$ cat src/rtl/dma_req_pkg.sv
package dma_req_pkg;
   localparam int SEL_W = 4;

   typedef enum logic [1:0] {
      AM_NONE    = 2'b00,
      AM_DUAL    = 2'b01,
      AM_MEM2DEV = 2'b10,
      AM_DEV2MEM = 2'b11
   } addr_mode_e;

   localparam logic [SEL_W-1:0] SEL_PIN_DUAL    = 4'b0000;
   localparam logic [SEL_W-1:0] SEL_PIN_M2D     = 4'b0010;
   localparam logic [SEL_W-1:0] SEL_PIN_D2M     = 4'b0011;
   localparam logic [SEL_W-1:0] SEL_AUTO        = 4'b0100;
   localparam logic [SEL_W-1:0] SEL_PERIPH_BASE = 4'b1000;
endpackage

$ cat src/rtl/dma_req_sync.sv
module dma_req_sync #(
   parameter int          W       = 4,
   parameter int          STAGES  = 2,
   parameter logic        RST_VAL = 1'b1
) (
   input  logic         clk,
   input  logic         rst_n,
   input  logic [W-1:0] d,
   output logic [W-1:0] q
);
   if (STAGES < 2) begin : g_bad_stages
      $error("dma_req_sync: STAGES must be at least 2");
   end

   logic [W-1:0] stage_q [STAGES];

   for (genvar s = 0; s < STAGES; s++) begin : g_stage
      always_ff @(posedge clk or negedge rst_n) begin
         if (!rst_n) stage_q[s] <= {W{RST_VAL}};
         else if (s == 0) stage_q[s] <= d;
         else stage_q[s] <= stage_q[(s == 0) ? 0 : s-1];
      end
   end

   assign q = stage_q[STAGES-1];
endmodule

$ cat src/rtl/dma_req_decode.sv
module dma_req_decode
   import dma_req_pkg::*;
#(
   parameter int                NUM_PERIPH = 6,
   parameter int                SIZE_W     = 2,
   parameter logic [SIZE_W-1:0] BIG_SIZE   = 2'b11,
   parameter int                IDX_W      = 3
) (
   input  logic [SEL_W-1:0]  sel,
   input  logic [SIZE_W-1:0] size,
   output logic              is_pin,
   output logic              is_auto,
   output logic              is_periph,
   output logic [IDX_W-1:0]  periph_idx,
   output addr_mode_e        mode,
   output logic              cfg_err
);
   if (NUM_PERIPH > (1 << (SEL_W-1))) begin : g_bad_periph
      $error("dma_req_decode: too many peripheral sources for selector field");
   end

   logic [SEL_W-1:0] off;

   always_comb begin
      is_pin     = 1'b0;
      is_auto    = 1'b0;
      is_periph  = 1'b0;
      mode       = AM_NONE;
      cfg_err    = 1'b0;
      off        = sel - SEL_PERIPH_BASE;
      periph_idx = IDX_W'(off);
      case (sel)
         SEL_PIN_DUAL: begin is_pin = 1'b1; mode = AM_DUAL;    end
         SEL_PIN_M2D:  begin is_pin = 1'b1; mode = AM_MEM2DEV; end
         SEL_PIN_D2M:  begin is_pin = 1'b1; mode = AM_DEV2MEM; end
         SEL_AUTO:     begin is_auto = 1'b1; mode = AM_DUAL;   end
         default: begin
            if (sel >= SEL_PERIPH_BASE && off < SEL_W'(NUM_PERIPH)) begin
               if (size == BIG_SIZE) begin
                  cfg_err = 1'b1;
               end else begin
                  is_periph = 1'b1;
                  mode      = AM_DUAL;
               end
            end else begin
               cfg_err = 1'b1;
            end
         end
      endcase
   end

   always_comb begin
      AST_ONE_STYLE: assert ($onehot0({is_pin, is_auto, is_periph, cfg_err}));
      AST_ERR_NO_MODE: assert (!cfg_err || mode == AM_NONE);
   end
endmodule

$ cat src/rtl/dma_req_chan.sv
module dma_req_chan #(
   parameter bit HAS_EDGE = 1'b1
) (
   input  logic clk,
   input  logic rst_n,
   input  logic en_ok,
   input  logic is_pin,
   input  logic is_auto,
   input  logic periph_hit,
   input  logic edge_sel,
   input  logic dreq_s_n,
   input  logic ack,
   output logic req
);
   logic pin_req;

   if (HAS_EDGE) begin : g_edge
      logic prev_n;
      logic pend;
      logic fall;
      logic edge_on;

      assign fall    = prev_n & ~dreq_s_n;
      assign edge_on = en_ok & is_pin & edge_sel;

      always_ff @(posedge clk or negedge rst_n) begin
         if (!rst_n) prev_n <= 1'b1;
         else        prev_n <= dreq_s_n;
      end

      always_ff @(posedge clk or negedge rst_n) begin
         if (!rst_n)       pend <= 1'b0;
         else if (!edge_on) pend <= 1'b0;
         else if (fall)     pend <= 1'b1;
         else if (ack)      pend <= 1'b0;
      end

      assign pin_req = edge_sel ? pend : ~dreq_s_n;

      AST_PEND_CLR_DIS: assert property (@(posedge clk) disable iff (!rst_n)
         !en_ok |=> !pend);
      AST_PEND_HOLD: assert property (@(posedge clk) disable iff (!rst_n)
         (pend && edge_on && !ack) |=> pend);
      AST_PEND_ACK: assert property (@(posedge clk) disable iff (!rst_n)
         (ack && !fall) |=> !pend);
   end else begin : g_level
      logic unused_level;
      assign unused_level = edge_sel ^ ack;
      assign pin_req = ~dreq_s_n;
   end

   assign req = en_ok & (is_auto | (is_pin & pin_req) | periph_hit);

   AST_GATE: assert property (@(posedge clk) disable iff (!rst_n)
      !en_ok |-> !req);
endmodule

$ cat src/rtl/dma_req_gen.sv
module dma_req_gen
   import dma_req_pkg::*;
#(
   parameter int                NUM_CH      = 4,
   parameter int                NUM_EDGE_CH = 2,
   parameter int                NUM_PERIPH  = 6,
   parameter int                SYNC_STAGES = 2,
   parameter int                SIZE_W      = 2,
   parameter logic [SIZE_W-1:0] BIG_SIZE    = 2'b11
) (
   input  logic                     clk,
   input  logic                     rst_n,
   input  logic [NUM_CH-1:0]        dreq_n,
   input  logic [NUM_PERIPH-1:0]    periph_req,
   input  logic [NUM_CH*SEL_W-1:0]  ch_sel,
   input  logic [NUM_CH-1:0]        ch_en,
   input  logic [NUM_CH-1:0]        ch_end,
   input  logic [NUM_CH-1:0]        ch_edge,
   input  logic [NUM_CH*SIZE_W-1:0] ch_size,
   input  logic [NUM_CH-1:0]        ack,
   input  logic                     gbl_en,
   input  logic                     gbl_abort,
   output logic [NUM_CH-1:0]        req,
   output logic [NUM_CH*2-1:0]      addr_mode,
   output logic [NUM_CH-1:0]        cfg_err
);
   localparam int IDX_W = (NUM_PERIPH > 1) ? $clog2(NUM_PERIPH) : 1;

   if (NUM_EDGE_CH > NUM_CH) begin : g_bad_edge
      $error("dma_req_gen: NUM_EDGE_CH exceeds NUM_CH");
   end
   if (NUM_CH < 1) begin : g_bad_ch
      $error("dma_req_gen: NUM_CH must be positive");
   end

   logic [NUM_CH-1:0] dreq_s_n;

   dma_req_sync #(
      .W       (NUM_CH),
      .STAGES  (SYNC_STAGES),
      .RST_VAL (1'b1)
   ) u_sync (
      .clk   (clk),
      .rst_n (rst_n),
      .d     (dreq_n),
      .q     (dreq_s_n)
   );

   for (genvar c = 0; c < NUM_CH; c++) begin : g_ch
      logic             is_pin, is_auto, is_periph, err, en_ok, hit;
      logic [IDX_W-1:0] idx;
      addr_mode_e       mode;

      dma_req_decode #(
         .NUM_PERIPH (NUM_PERIPH),
         .SIZE_W     (SIZE_W),
         .BIG_SIZE   (BIG_SIZE),
         .IDX_W      (IDX_W)
      ) u_dec (
         .sel        (ch_sel[c*SEL_W +: SEL_W]),
         .size       (ch_size[c*SIZE_W +: SIZE_W]),
         .is_pin     (is_pin),
         .is_auto    (is_auto),
         .is_periph  (is_periph),
         .periph_idx (idx),
         .mode       (mode),
         .cfg_err    (err)
      );

      assign en_ok = ch_en[c] & ~ch_end[c] & gbl_en & ~gbl_abort;
      assign hit   = is_periph & periph_req[idx];

      dma_req_chan #(
         .HAS_EDGE (c < NUM_EDGE_CH)
      ) u_chan (
         .clk        (clk),
         .rst_n      (rst_n),
         .en_ok      (en_ok),
         .is_pin     (is_pin),
         .is_auto    (is_auto),
         .periph_hit (hit),
         .edge_sel   (ch_edge[c]),
         .dreq_s_n   (dreq_s_n[c]),
         .ack        (ack[c]),
         .req        (req[c])
      );

      assign addr_mode[c*2 +: 2] = mode;
      assign cfg_err[c]          = err;

      AST_ERR_BLOCKS_REQ: assert property (@(posedge clk) disable iff (!rst_n)
         cfg_err[c] |-> !req[c]);
      AST_ABORT_BLOCKS: assert property (@(posedge clk) disable iff (!rst_n)
         gbl_abort |-> !req[c]);
   end
endmodule

$ cat config.mk
export PLATFORM = sky130hd
export DESIGN_NAME = dma_req_gen
export DESIGN_NICKNAME = d
export VERILOG_FILES = /design/src/rtl/dma_req_pkg.sv /design/src/rtl/dma_req_sync.sv /design/src/rtl/dma_req_decode.sv /design/src/rtl/dma_req_chan.sv /design/src/rtl/dma_req_gen.sv
export SDC_FILE = /design/constraint.sdc
export NUM_CORES = 1
export LEC_CHECK = 0
export ABC_CLOCK_PERIOD_IN_PS = 4500
export BUFFER_PORTS_ARGS = -buffer_cell sky130_fd_sc_hd__buf_2
export CORE_MARGIN = 8
export CORE_UTILIZATION = 25
export DETAILED_ROUTE_END_ITERATION = 8
export PLACE_DENSITY_LB_ADDON = 0.3
export SYNTH_ARGS = -nofsm -noshare
export SYNTH_HDL_FRONTEND = slang
export SYNTH_SLANG_ARGS = --single-unit
$ cat constraint.sdc
create_clock -name clk -period 4.5 [get_ports clk]
set_clock_uncertainty 0.2 [all_clocks]
set_input_delay 0.45 -clock clk [delete_from_list [all_inputs] [get_ports clk]]
set_output_delay 0.45 -clock clk [all_outputs]
set_load 0.05 [all_outputs]
==> flow_summary.json, run 1 <==
{
  "status": "completed",
  "port_buffers": 65,
  "start_kind": "primary input",
  "p_per_area_nw_per_um2": 256,
  "grt_setup_unrepaired": "false",
  "layout-drive-gt1-share_pct": 51.9,
  "wl_per_cell_um": 13.4,
  "setup_tns_ps": 0,
  "grt_pass1_vias": 1092,
  "ys_seq_elements": 12,
  "relSlewSlack_pct": 74.1,
  "syn_nets": 152,
  "crit_type": "primary input to output port",
  "root_buffer": "clkbuf_8",
  "cts_inserted_buffers": 3,
  "grtUsageTotal_pct": 9.12,
  "seqCellArea_um2": 313,
  "grt_overflow": 0,
  "antenna_found_initial": 0,
  "dr.pass1.iters": 4,
  "arrival_ps": 1880,
  "path_clk_slew_ps": 50,
  "fin_util_pct": 36.5,
  "cp-end-kind": "output port",
  "fmax_mhz": 395,
  "crit_required_ps": 3850,
  "drv_cap": 0,
  "fp.dieW_um": 77.6,
  "leakage_uw": 0.000649,
  "clkSinkCount": 12,
  "synth_cells": 98,
  "cts_tree": "built",
  "endpoint": "req[1]",
  "critPathLaunch": "gbl_abort",
  "clockBufferDepth": 2,
  "num_antenna_cells": 0,
  "via_count": 979,
  "syn-mean-instance-area_um2": 9.66,
  "fin_crit_ps": 2530,
  "coreArea_um2": 3660,
  "die-area_um2": 6010,
  "htree_levels": 1,
  "hold_violations": 0,
  "routed_wirelength_um": 2790,
  "r2r_slack_ps": 3300,
  "synth_seq_area_share_pct": 33.0,
  "synth_area_um2": 947,
  "hp-class": "primary input to flop",
  "place_congestion": 0.786,
  "layout_common_cells": "buf_2, dfstp_2, inv_1, a21oi_1, nor2_1",
  "worstSkewPairLatency_ps": 240,
  "reg2reg_depth": 4,
  "nNetsFinal": 215,
  "start_util_pct": 25.9,
  "hold_path_depth": 1,
  "drc_errors": 0,
  "dr.first_iter.drc_count": 31,
  "rr_endpoint": "g_ch[1].u_chan.g_edge.pend",
  "ant_nets": 0,
  "layout_commonest_cell": "buf_2",
  "die-height_um": 77.6,
  "ctsResizeCount": 0,
  "cp_max_fo": 3,
  "worstMarginPinSlew_ps": 383,
  "synth_cell_types": 36,
  "dp_hpwl_um": 2450,
  "r2r_start": "g_ch[1].u_chan.g_edge.prev_n",
  "multi_input_area_um2": 544,
  "ioPinCount": 70,
  "num_rows": 22,
  "fill_cells": 410,
  "period_share_pct": 56.2,
  "drv_slew": 0,
  "via_per_inst": 4.71,
  "yosysWarnings": 0,
  "setup_viol": 0,
  "worst_ir_drop_vdd_v": 0.000195,
  "synthToLayoutAreaGrowth_pct": 41.2,
  "grt_first_pass_wirelength_um": 4740,
  "grt_max_degree": 13
}
## worst max-delay path, stage by stage
cell	delay, ps
buf_2	100
nand2b_1	200
or3b_1	450
nor3b_1	240
a22o_1	170
buf_2	260
## worst min-delay path by stage
stage               startpoint                    endpoint
global placement         rst_n  g_ch[1].u_chan.g_edge.pend
detailed placement       rst_n  g_ch[0].u_chan.g_edge.pend
finish               dreq_n[1]           u_sync.stage_q[5]
CTS                  dreq_n[1]           u_sync.stage_q[5]
global route         dreq_n[1]           u_sync.stage_q[5]
floorplan                rst_n  g_ch[0].u_chan.g_edge.pend
## Yosys cell counts
| cell | number | area share (%) |
|---|---|---|
| a211o_1 | 1 | 0.92 |
| a211oi_1 | 1 | 0.79 |
| a21boi_0 | 1 | 0.79 |
| a21boi_1 | 1 | 0.79 |
| a21o_1 | 3 | 2.4 |
| a21oi_1 | 6 | 3.2 |
| a221oi_1 | 1 | 0.92 |
| a22o_1 | 1 | 0.92 |
| a22oi_1 | 1 | 0.79 |
| a31oi_1 | 2 | 1.3 |
| a32o_1 | 1 | 1.1 |
| a32oi_1 | 2 | 1.8 |
| buf_4 | 8 | 6.3 |
| dfrtp_1 | 2 | 5.3 |
| dfstp_2 | 10 | 28 |
| inv_1 | 8 | 3.2 |
| mux2_1 | 4 | 4.8 |
| mux2i_1 | 4 | 4.2 |
| mux4_2 | 4 | 9.5 |
| nand2_1 | 4 | 1.6 |
| nand2b_1 | 2 | 1.3 |
| nand3_1 | 2 | 1.1 |
| nand3b_1 | 1 | 0.79 |
| nor2_1 | 6 | 2.4 |
| nor3_1 | 4 | 2.1 |
| nor3b_1 | 2 | 1.6 |
| nor4b_1 | 3 | 2.8 |
| nor4bb_1 | 1 | 1.1 |
| o21ai_0 | 2 | 1.1 |
| o21bai_1 | 2 | 1.6 |
| o22ai_1 | 1 | 0.66 |
| o311ai_0 | 1 | 0.92 |
| o31ai_1 | 1 | 0.79 |
| or2_0 | 2 | 1.3 |
| or2_1 | 2 | 1.3 |
| or3b_1 | 1 | 0.92 |
## timing repair
action,in CTS,in global routing
endpoints found under the hold margin,2,0
buffers inserted,0,0
setup endpoints to repair,0,0
hold buffers,1,0
## cell families (layout without fill, tap and decap cells)
logic type	Yosys count	after routing	synth area share, %
AOI/OAI and AO/OA	28	28	20.7
and+or+nand+nor	30	30	18.2
muxes	12	12	18.5
DFF	12	12	33.0
buffers and inverters	16	78	9.51
## sequential cells by signal, indices dropped and copies added (netlist names)
signal,cells
g_ch.u_chan.g_edge.prev_n,2
u_sync.stage_q,4
g_ch.u_chan.g_edge.pend,2
u_sync.q,4
## per-stage QoR
stage | total power (uW) | instance area, um^2 | std cells | worst slack, ps | hold slack, ps
after floorplan | 190 | 947 | 98 | 1530 | -45.6
after global placement | 230 | 1270 | 203 | 1990 | 125
after detailed placement | 232 | 1270 | 203 | 1970 | 128
after CTS | 349 | 1340 | 208 | 1960 | 102
after global routing | 363 | 1340 | 208 | 1850 | 95.6
final | 343 | 1340 | 208 | 1970 | 109
## layer usage
layer / track usage (%) / share of wire (%) / wire (um)
met1: 9.43 / 41 / 1140
met2: 16.6 / 50 / 1390
met3: 3.92 / 9.3 / 259
met5: 0 / 0 / 0
met4: 2.08 / 0 / 0
## report_power, final
group          internal, uW  switching, uW
Sequential              116           1.86
Combinational          43.1           68.3
Clock                  77.0           36.5
## layout make-up
type,instances,area share (%)
inverters,8,2.25
flip-flops and latches,12,23.4
clock buffers,4,4.12
repair buffers,66,25.1
multi-input cells,70,40.7
well taps,48,4.49
(Power assumes the default switching activity.)
==> inputs of run 2 (changes only) <==
--- a/config.mk
+++ b/config.mk
@@ -5,7 +5,7 @@
 export SDC_FILE = /design/constraint.sdc
 export NUM_CORES = 1
 export LEC_CHECK = 0
-export ABC_CLOCK_PERIOD_IN_PS = 4500
+export ABC_CLOCK_PERIOD_IN_PS = 2300
 export BUFFER_PORTS_ARGS = -buffer_cell sky130_fd_sc_hd__buf_2
 export CORE_MARGIN = 8
 export CORE_UTILIZATION = 25
==> constraint.sdc (replaced) <==
create_clock -name clk -period 2.3 [get_ports clk]
set_clock_uncertainty 0.2 [all_clocks]
set_input_delay 0.23 -clock clk [delete_from_list [all_inputs] [get_ports clk]]
set_output_delay 0.23 -clock clk [all_outputs]
set_load 0.05 [all_outputs]
==> run 2 against run 1 <==
Against the previous run:
- clock power up 96%
- critical path depth down 1
- die area unchanged
- largest cell class unchanged
- largest power group unchanged
- highest routed layer is now met4
==> flow_summary.json, run 2 (synthesis gave the netlist of run 1 again) <==
{
  "leakage_uw": 0.000669,
  "cp-end-kind": "output port",
  "cts_setup_buffers": 0,
  "r2r_slack_ps": 1110,
  "hold_start": "ch_sel[2]",
  "layout_commonest_cell": "buf_2",
  "hold_violations": 0,
  "switchingPower_uw": 214,
  "layout-drive-gt1-share_pct": 51.8,
  "drv_slew": 0,
  "drv_cap": 0,
  "grt_pass1_vias": 1085,
  "hp-class": "primary input to flop",
  "arrival_ps": 1650,
  "dp_hpwl_um": 2490,
  "fin_crit_ps": 2080,
  "antenna_found_initial": 0,
  "port_buffers": 65,
  "grt_setup_unrepaired": "false",
  "drc_errors": 0,
  "clkSinkCount": 12,
  "status": "completed",
  "nNetsFinal": 219,
  "layout_common_cells": "buf_2, dfstp_2, inv_1, a21oi_1, nor2_1",
  "period_share_pct": 90.4,
  "root_buffer": "clkbuf_8",
  "die-area_um2": 6010,
  "synthToLayoutAreaGrowth_pct": 46.5,
  "fmax_mhz": 481,
  "reg2reg_depth": 4,
  "final_area_um2": 1390,
  "r2r_start": "g_ch[1].u_chan.g_edge.prev_n",
  "num_antenna_cells": 0,
  "clockBufferDepth": 2,
  "clkPwrFrac_pct": 32.8,
  "cts_inserted_buffers": 3,
  "cts_tree": "built",
  "p_int_uw": 468,
  "start_kind": "primary input",
  "num_rows": 22,
  "sequentialPowerShare_pct": 33.9,
  "grt_overflow": 0,
  "setup_tns_ps": 0,
  "p_sw_share_pct": 31.4,
  "place_congestion": 0.769,
  "grt_max_degree": 13,
  "worstMarginPinSlew_ps": 427,
  "coreArea_um2": 3660,
  "comb_power_share_pct": 33.3,
  "crit_required_ps": 1870,
  "cp_max_fo": 7,
  "wl_per_cell_um": 13.9,
  "crit_type": "primary input to output port",
  "start_util_pct": 25.9,
  "pre_cts_ws_ps": 215,
  "critPathLaunch": "ch_sel[1]",
  "dr.first_iter.drc_count": 13,
  "grt_first_pass_wirelength_um": 4610,
  "hold_path_end": "g_ch[0].u_chan.g_edge.pend",
  "relSlewSlack_pct": 71.5,
  "fin_ws_ps": 222,
  "rr_endpoint": "g_ch[1].u_chan.g_edge.pend",
  "fp.dieW_um": 77.6,
  "dr.pass1.iters": 4,
  "dpl_cell_area_um2": 1280,
  "p_per_area_nw_per_um2": 492,
  "die-height_um": 77.6,
  "via_count": 1020,
  "worst_ir_drop_vdd_v": 0.000362,
  "htree_levels": 1,
  "path_clk_slew_ps": 50,
  "ant_nets": 0,
  "setup_viol": 0,
  "hold_path_depth": 2,
  "grtUsageTotal_pct": 9.05,
  "via_per_inst": 4.81,
  "ioPinCount": 70,
  "routed_wirelength_um": 2940,
  "worstSkewPairLatency_ps": 240
}
==> run 2: changes by cell type in the layout (fill, tap and decap cells not counted) <==
cell,delta
nor3_1,-1
nor3_2,+1
o311ai_0,-1
nor3b_2,+1
nor3b_1,-1
dlygate4sd3_1,+4
o311ai_1,+1
==> run 2: worst max path at each step <==
stage / to / slack (ps) / cells past startpoint
2_1_floorplan: addr_mode[2] / 380 / 4
3_3_place_gp: req[0] / 240 / 5
3_5_place_dp: req[1] / 220 / 6
4_1_cts: req[1] / 220 / 6
5_1_grt: req[1] / 120 / 6
6_report: req[0] / 220 / 5
==> run 2: cell type report <==
| type | count | area [um^2] |
|---|---|---|
| Tap cell | 48 | 60.1 |
| Clock buffer | 4 | 55.1 |
| Sequential cell | 12 | 313 |
| Fill cell | 373 | 2270 |
| Inverter | 8 | 30.0 |
| Multi-Input combinational cell | 70 | 554 |
| Timing Repair Buffer | 70 | 375 |
==> run 2: timing repair <==
action | in CTS | in global routing
resized for setup | 0 | 0
hold buffers | 5 | 0
endpoints found under the hold margin | 16 | 0
==> run 2: power by group through the flow <==
stage	clock [uW]	combinational (uW)	sequential (uW)
after detailed placement	0	222	235
after global routing	241	244	232
after CTS	232	229	232
after floorplan	0	140	233
after global placement	0	217	234
final	224	227	231
==> run 2: per-layer routing <==
layer  track usage, %  vias up  wire, um
met1             8.36      481      1110
li1                 -      499         -
met4             3.40        0        51
met3             3.57        5       257
met5                0        -         0
met2             17.4       35      1520
==> run 2: worst max-delay path, cell delays in order <==
cell    delay (ps)
buf_2          150
mux2_1         320
mux4_2         460
a32o_1         270
buf_2          210
==> run 2: through the flow <==
stage	utilization [%]	total power, uW	std cells	hold slack (ps)
final	37.9	682	212	54.7
after global routing	37.9	717	212	63.6
after CTS	37.9	692	212	45.9
after detailed placement	35.0	457	203	-89.8
after global placement	35.0	451	203	-95.1
after floorplan	-	373	98	-266
==> inputs of run 3 (changes only) <==
--- a/config.mk
+++ b/config.mk
@@ -11,6 +11,8 @@
 export CORE_UTILIZATION = 25
 export DETAILED_ROUTE_END_ITERATION = 8
 export PLACE_DENSITY_LB_ADDON = 0.3
+export RECOVER_POWER = 100
 export SYNTH_ARGS = -nofsm -noshare
 export SYNTH_HDL_FRONTEND = slang
+export SYNTH_HIERARCHICAL = 1
 export SYNTH_SLANG_ARGS = --single-unit
==> run 3 against run 2 <==
Against the previous run:
- power down 6.1%
- hold slack worse by 1.5 ps
- first-iteration DRC count grew to 4.1 times the previous value
- routed wire length increased by 10%
- non-clock buffer count up 2
- combinational power increased by 3%
- cell area is 7.8% higher
- clock power fell by 21%
- utilization decreased by 5.4 points
- via count grew 12%
- critical endpoint unchanged
==> flow_summary.json, run 3 <==
{
  "wl_per_cell_um": 14.0,
  "drv_cap": 0,
  "setup_viol": 0,
  "arrival_ps": 1620,
  "dp_hpwl_um": 2700,
  "cts_inserted_buffers": 3,
  "via_per_inst": 4.94,
  "cp_max_fo": 4,
  "ys_seq_elements": 12,
  "place_congestion": 0.741,
  "layout_common_cells": "buf_2, clkbuf_1",
  "nNetsFinal": 234,
  "grt_first_pass_wirelength_um": 5410,
  "htree_levels": 1,
  "synthTopCellsByArea": "dfstp_2, buf_4, mux4_2, a221oi_1, dfrtp_1",
  "leakage_uw": 0.000642,
  "fp.dieW_um": 84.2,
  "synth_cell_types": 26,
  "synth_area_um2": 1160,
  "start_kind": "primary input",
  "crit_type": "primary input to output port",
  "layout_commonest_cell": "buf_2",
  "p_per_area_nw_per_um2": 428,
  "die-area_um2": 7090,
  "syn_nets": 177,
  "fmax_mhz": 487,
  "fill_cells": 490,
  "port_buffers": 65,
  "worst_ir_drop_vdd_v": 0.000338,
  "num_rows": 25,
  "synth_async_sr_flop_share_pct": 100,
  "start_util_pct": 25.3,
  "worstSkewPairLatency_ps": 230,
  "pre_cts_ws_ps": 237,
  "cts_tree": "built",
  "routed_wirelength_um": 3240,
  "die-height_um": 84.2,
  "drv_slew": 0,
  "synth_most_common_cell": "buf_4",
  "synth-edff-count": 0,
  "coreArea_um2": 4600,
  "syn-mean-instance-area_um2": 9.45,
  "grt_pass1_vias": 1202,
  "path_clk_slew_ps": 50,
  "cp-end-kind": "output port",
  "ant_nets": 0,
  "final_area_um2": 1500,
  "hold_violations": 0,
  "drc_errors": 0,
  "fin_ws_ps": 247,
  "grt_setup_unrepaired": "false",
  "via_count": 1145,
  "synth_flop_cell": "dfstp_2",
  "ioPinCount": 70,
  "dr.first_iter.drc_count": 53,
  "relSlewSlack_pct": 58.6,
  "ys_top_cells_by_count": "buf_4, dfstp_2, a221oi_1, inv_1, nor2b_1",
  "synth_top_area_cell": "dfstp_2",
  "yosysWarnings": 6,
  "fin_crit_ps": 2050,
  "grt_max_degree": 13,
  "p_total_uw": 640,
  "dpl_cell_area_um2": 1420,
  "clkSinkCount": 12,
  "period_share_pct": 89.2,
  "grtUsageTotal_pct": 8.80,
  "grt_overflow": 0,
  "status": "completed",
  "clockBufferDepth": 2,
  "crit_required_ps": 1870,
  "ctsResizeCount": 0,
  "num_antenna_cells": 0,
  "antenna_found_initial": 0,
  "synth_cells": 123,
  "hp-class": "primary input to flop",
  "synthToLayoutAreaGrowth_pct": 28.6,
  "layout-drive-gt1-share_pct": 41.0,
  "synth.top_cell.area_share_pct": 22.6,
  "setup_tns_ps": 0,
  "worstMarginPinSlew_ps": 624,
  "dr.pass1.iters": 4,
  "synth_seq_area_share_pct": 26.9,
  "root_buffer": "clkbuf_8"
}
-- run 3: repair_timing --
item | in CTS | in global routing
endpoints found under the setup margin | 0 | 0
hold buffers | 5 | 0
hold endpoints to repair | 16 | 0
setup buffers | 0 | 0
-- run 3: worst paths after layout --
kind	startpoint	endpoint	slack, ps	cells after the start
min	ack[0]	g_ch[0].u_chan/g_edge.pend	50	3
max	gbl_abort	req[0]	250	6
max reg2reg	u_sync/q[0]	g_ch[0].u_chan/g_edge.pend	1290	2
min reg2reg	u_sync/stage_q[6]	u_sync/q[2]	150	0
max in group asynchronous	rst_n	g_ch[1].u_chan/g_edge.pend	1190	2
min in group asynchronous	rst_n	g_ch[0].u_chan/g_edge.pend	330	2
-- run 3: area by class of cell --
type                       instances  area, um^2  area share [%]
multi-input combinational         83         669            44.8
timing repair buffer              72         374            25.0
sequential                        12         313            20.9
tap                               54        67.6            4.52
clock buffer                       3        41.3            2.76
inverter                           8        30.0            2.01
-- run 3: per-layer routing --
layer / track usage [%] / vias to the layer above / share of wire (%)
li1: - / 565 / -
met5: 0 / - / 0
met3: 2.81 / 2 / 8.5
met1: 9.90 / 543 / 42
met4: 2.35 / 0 / 0.19
met2: 15.5 / 35 / 49
-- run 3: worst max-delay path: stages --
cell and delay [ps]:
buf_2 90, nand2b_1 250, nor3b_1 380, nand2_1 110, o31ai_2 260, clkbuf_2 310
-- run 3: stage by stage --
step	utilization (%)	hold slack (ps)	std cells
floorplan	-	-266	123
global placement	30.9	-87.9	224
detailed placement	30.9	-86.4	224
CTS	32.9	52.9	232
global route	32.5	64.9	232
finish	32.5	53.2	232
-- run 3: logic make-up (layout without fill, tap and decap cells) --
group	Yosys count	in the layout	synth area share, %
buf+inv	28	83	15.5
simple gates	43	43	23.4
compound gates	32	32	23.0
flops	12	12	26.9
mux	8	8	11.2
-- run 3: power breakdown --
| group | leakage (uW) | internal (uW) | switching [uW] | total [uW] |
|---|---|---|---|---|
| sequential | 0.000132 | 227 | 3.64 | 231 |
| combinational | 0.000489 | 90.8 | 142 | 233 |
| clock | 0.0000216 | 114 | 62.6 | 177 |
| total | 0.000642 | 432 | 208 | 640 |
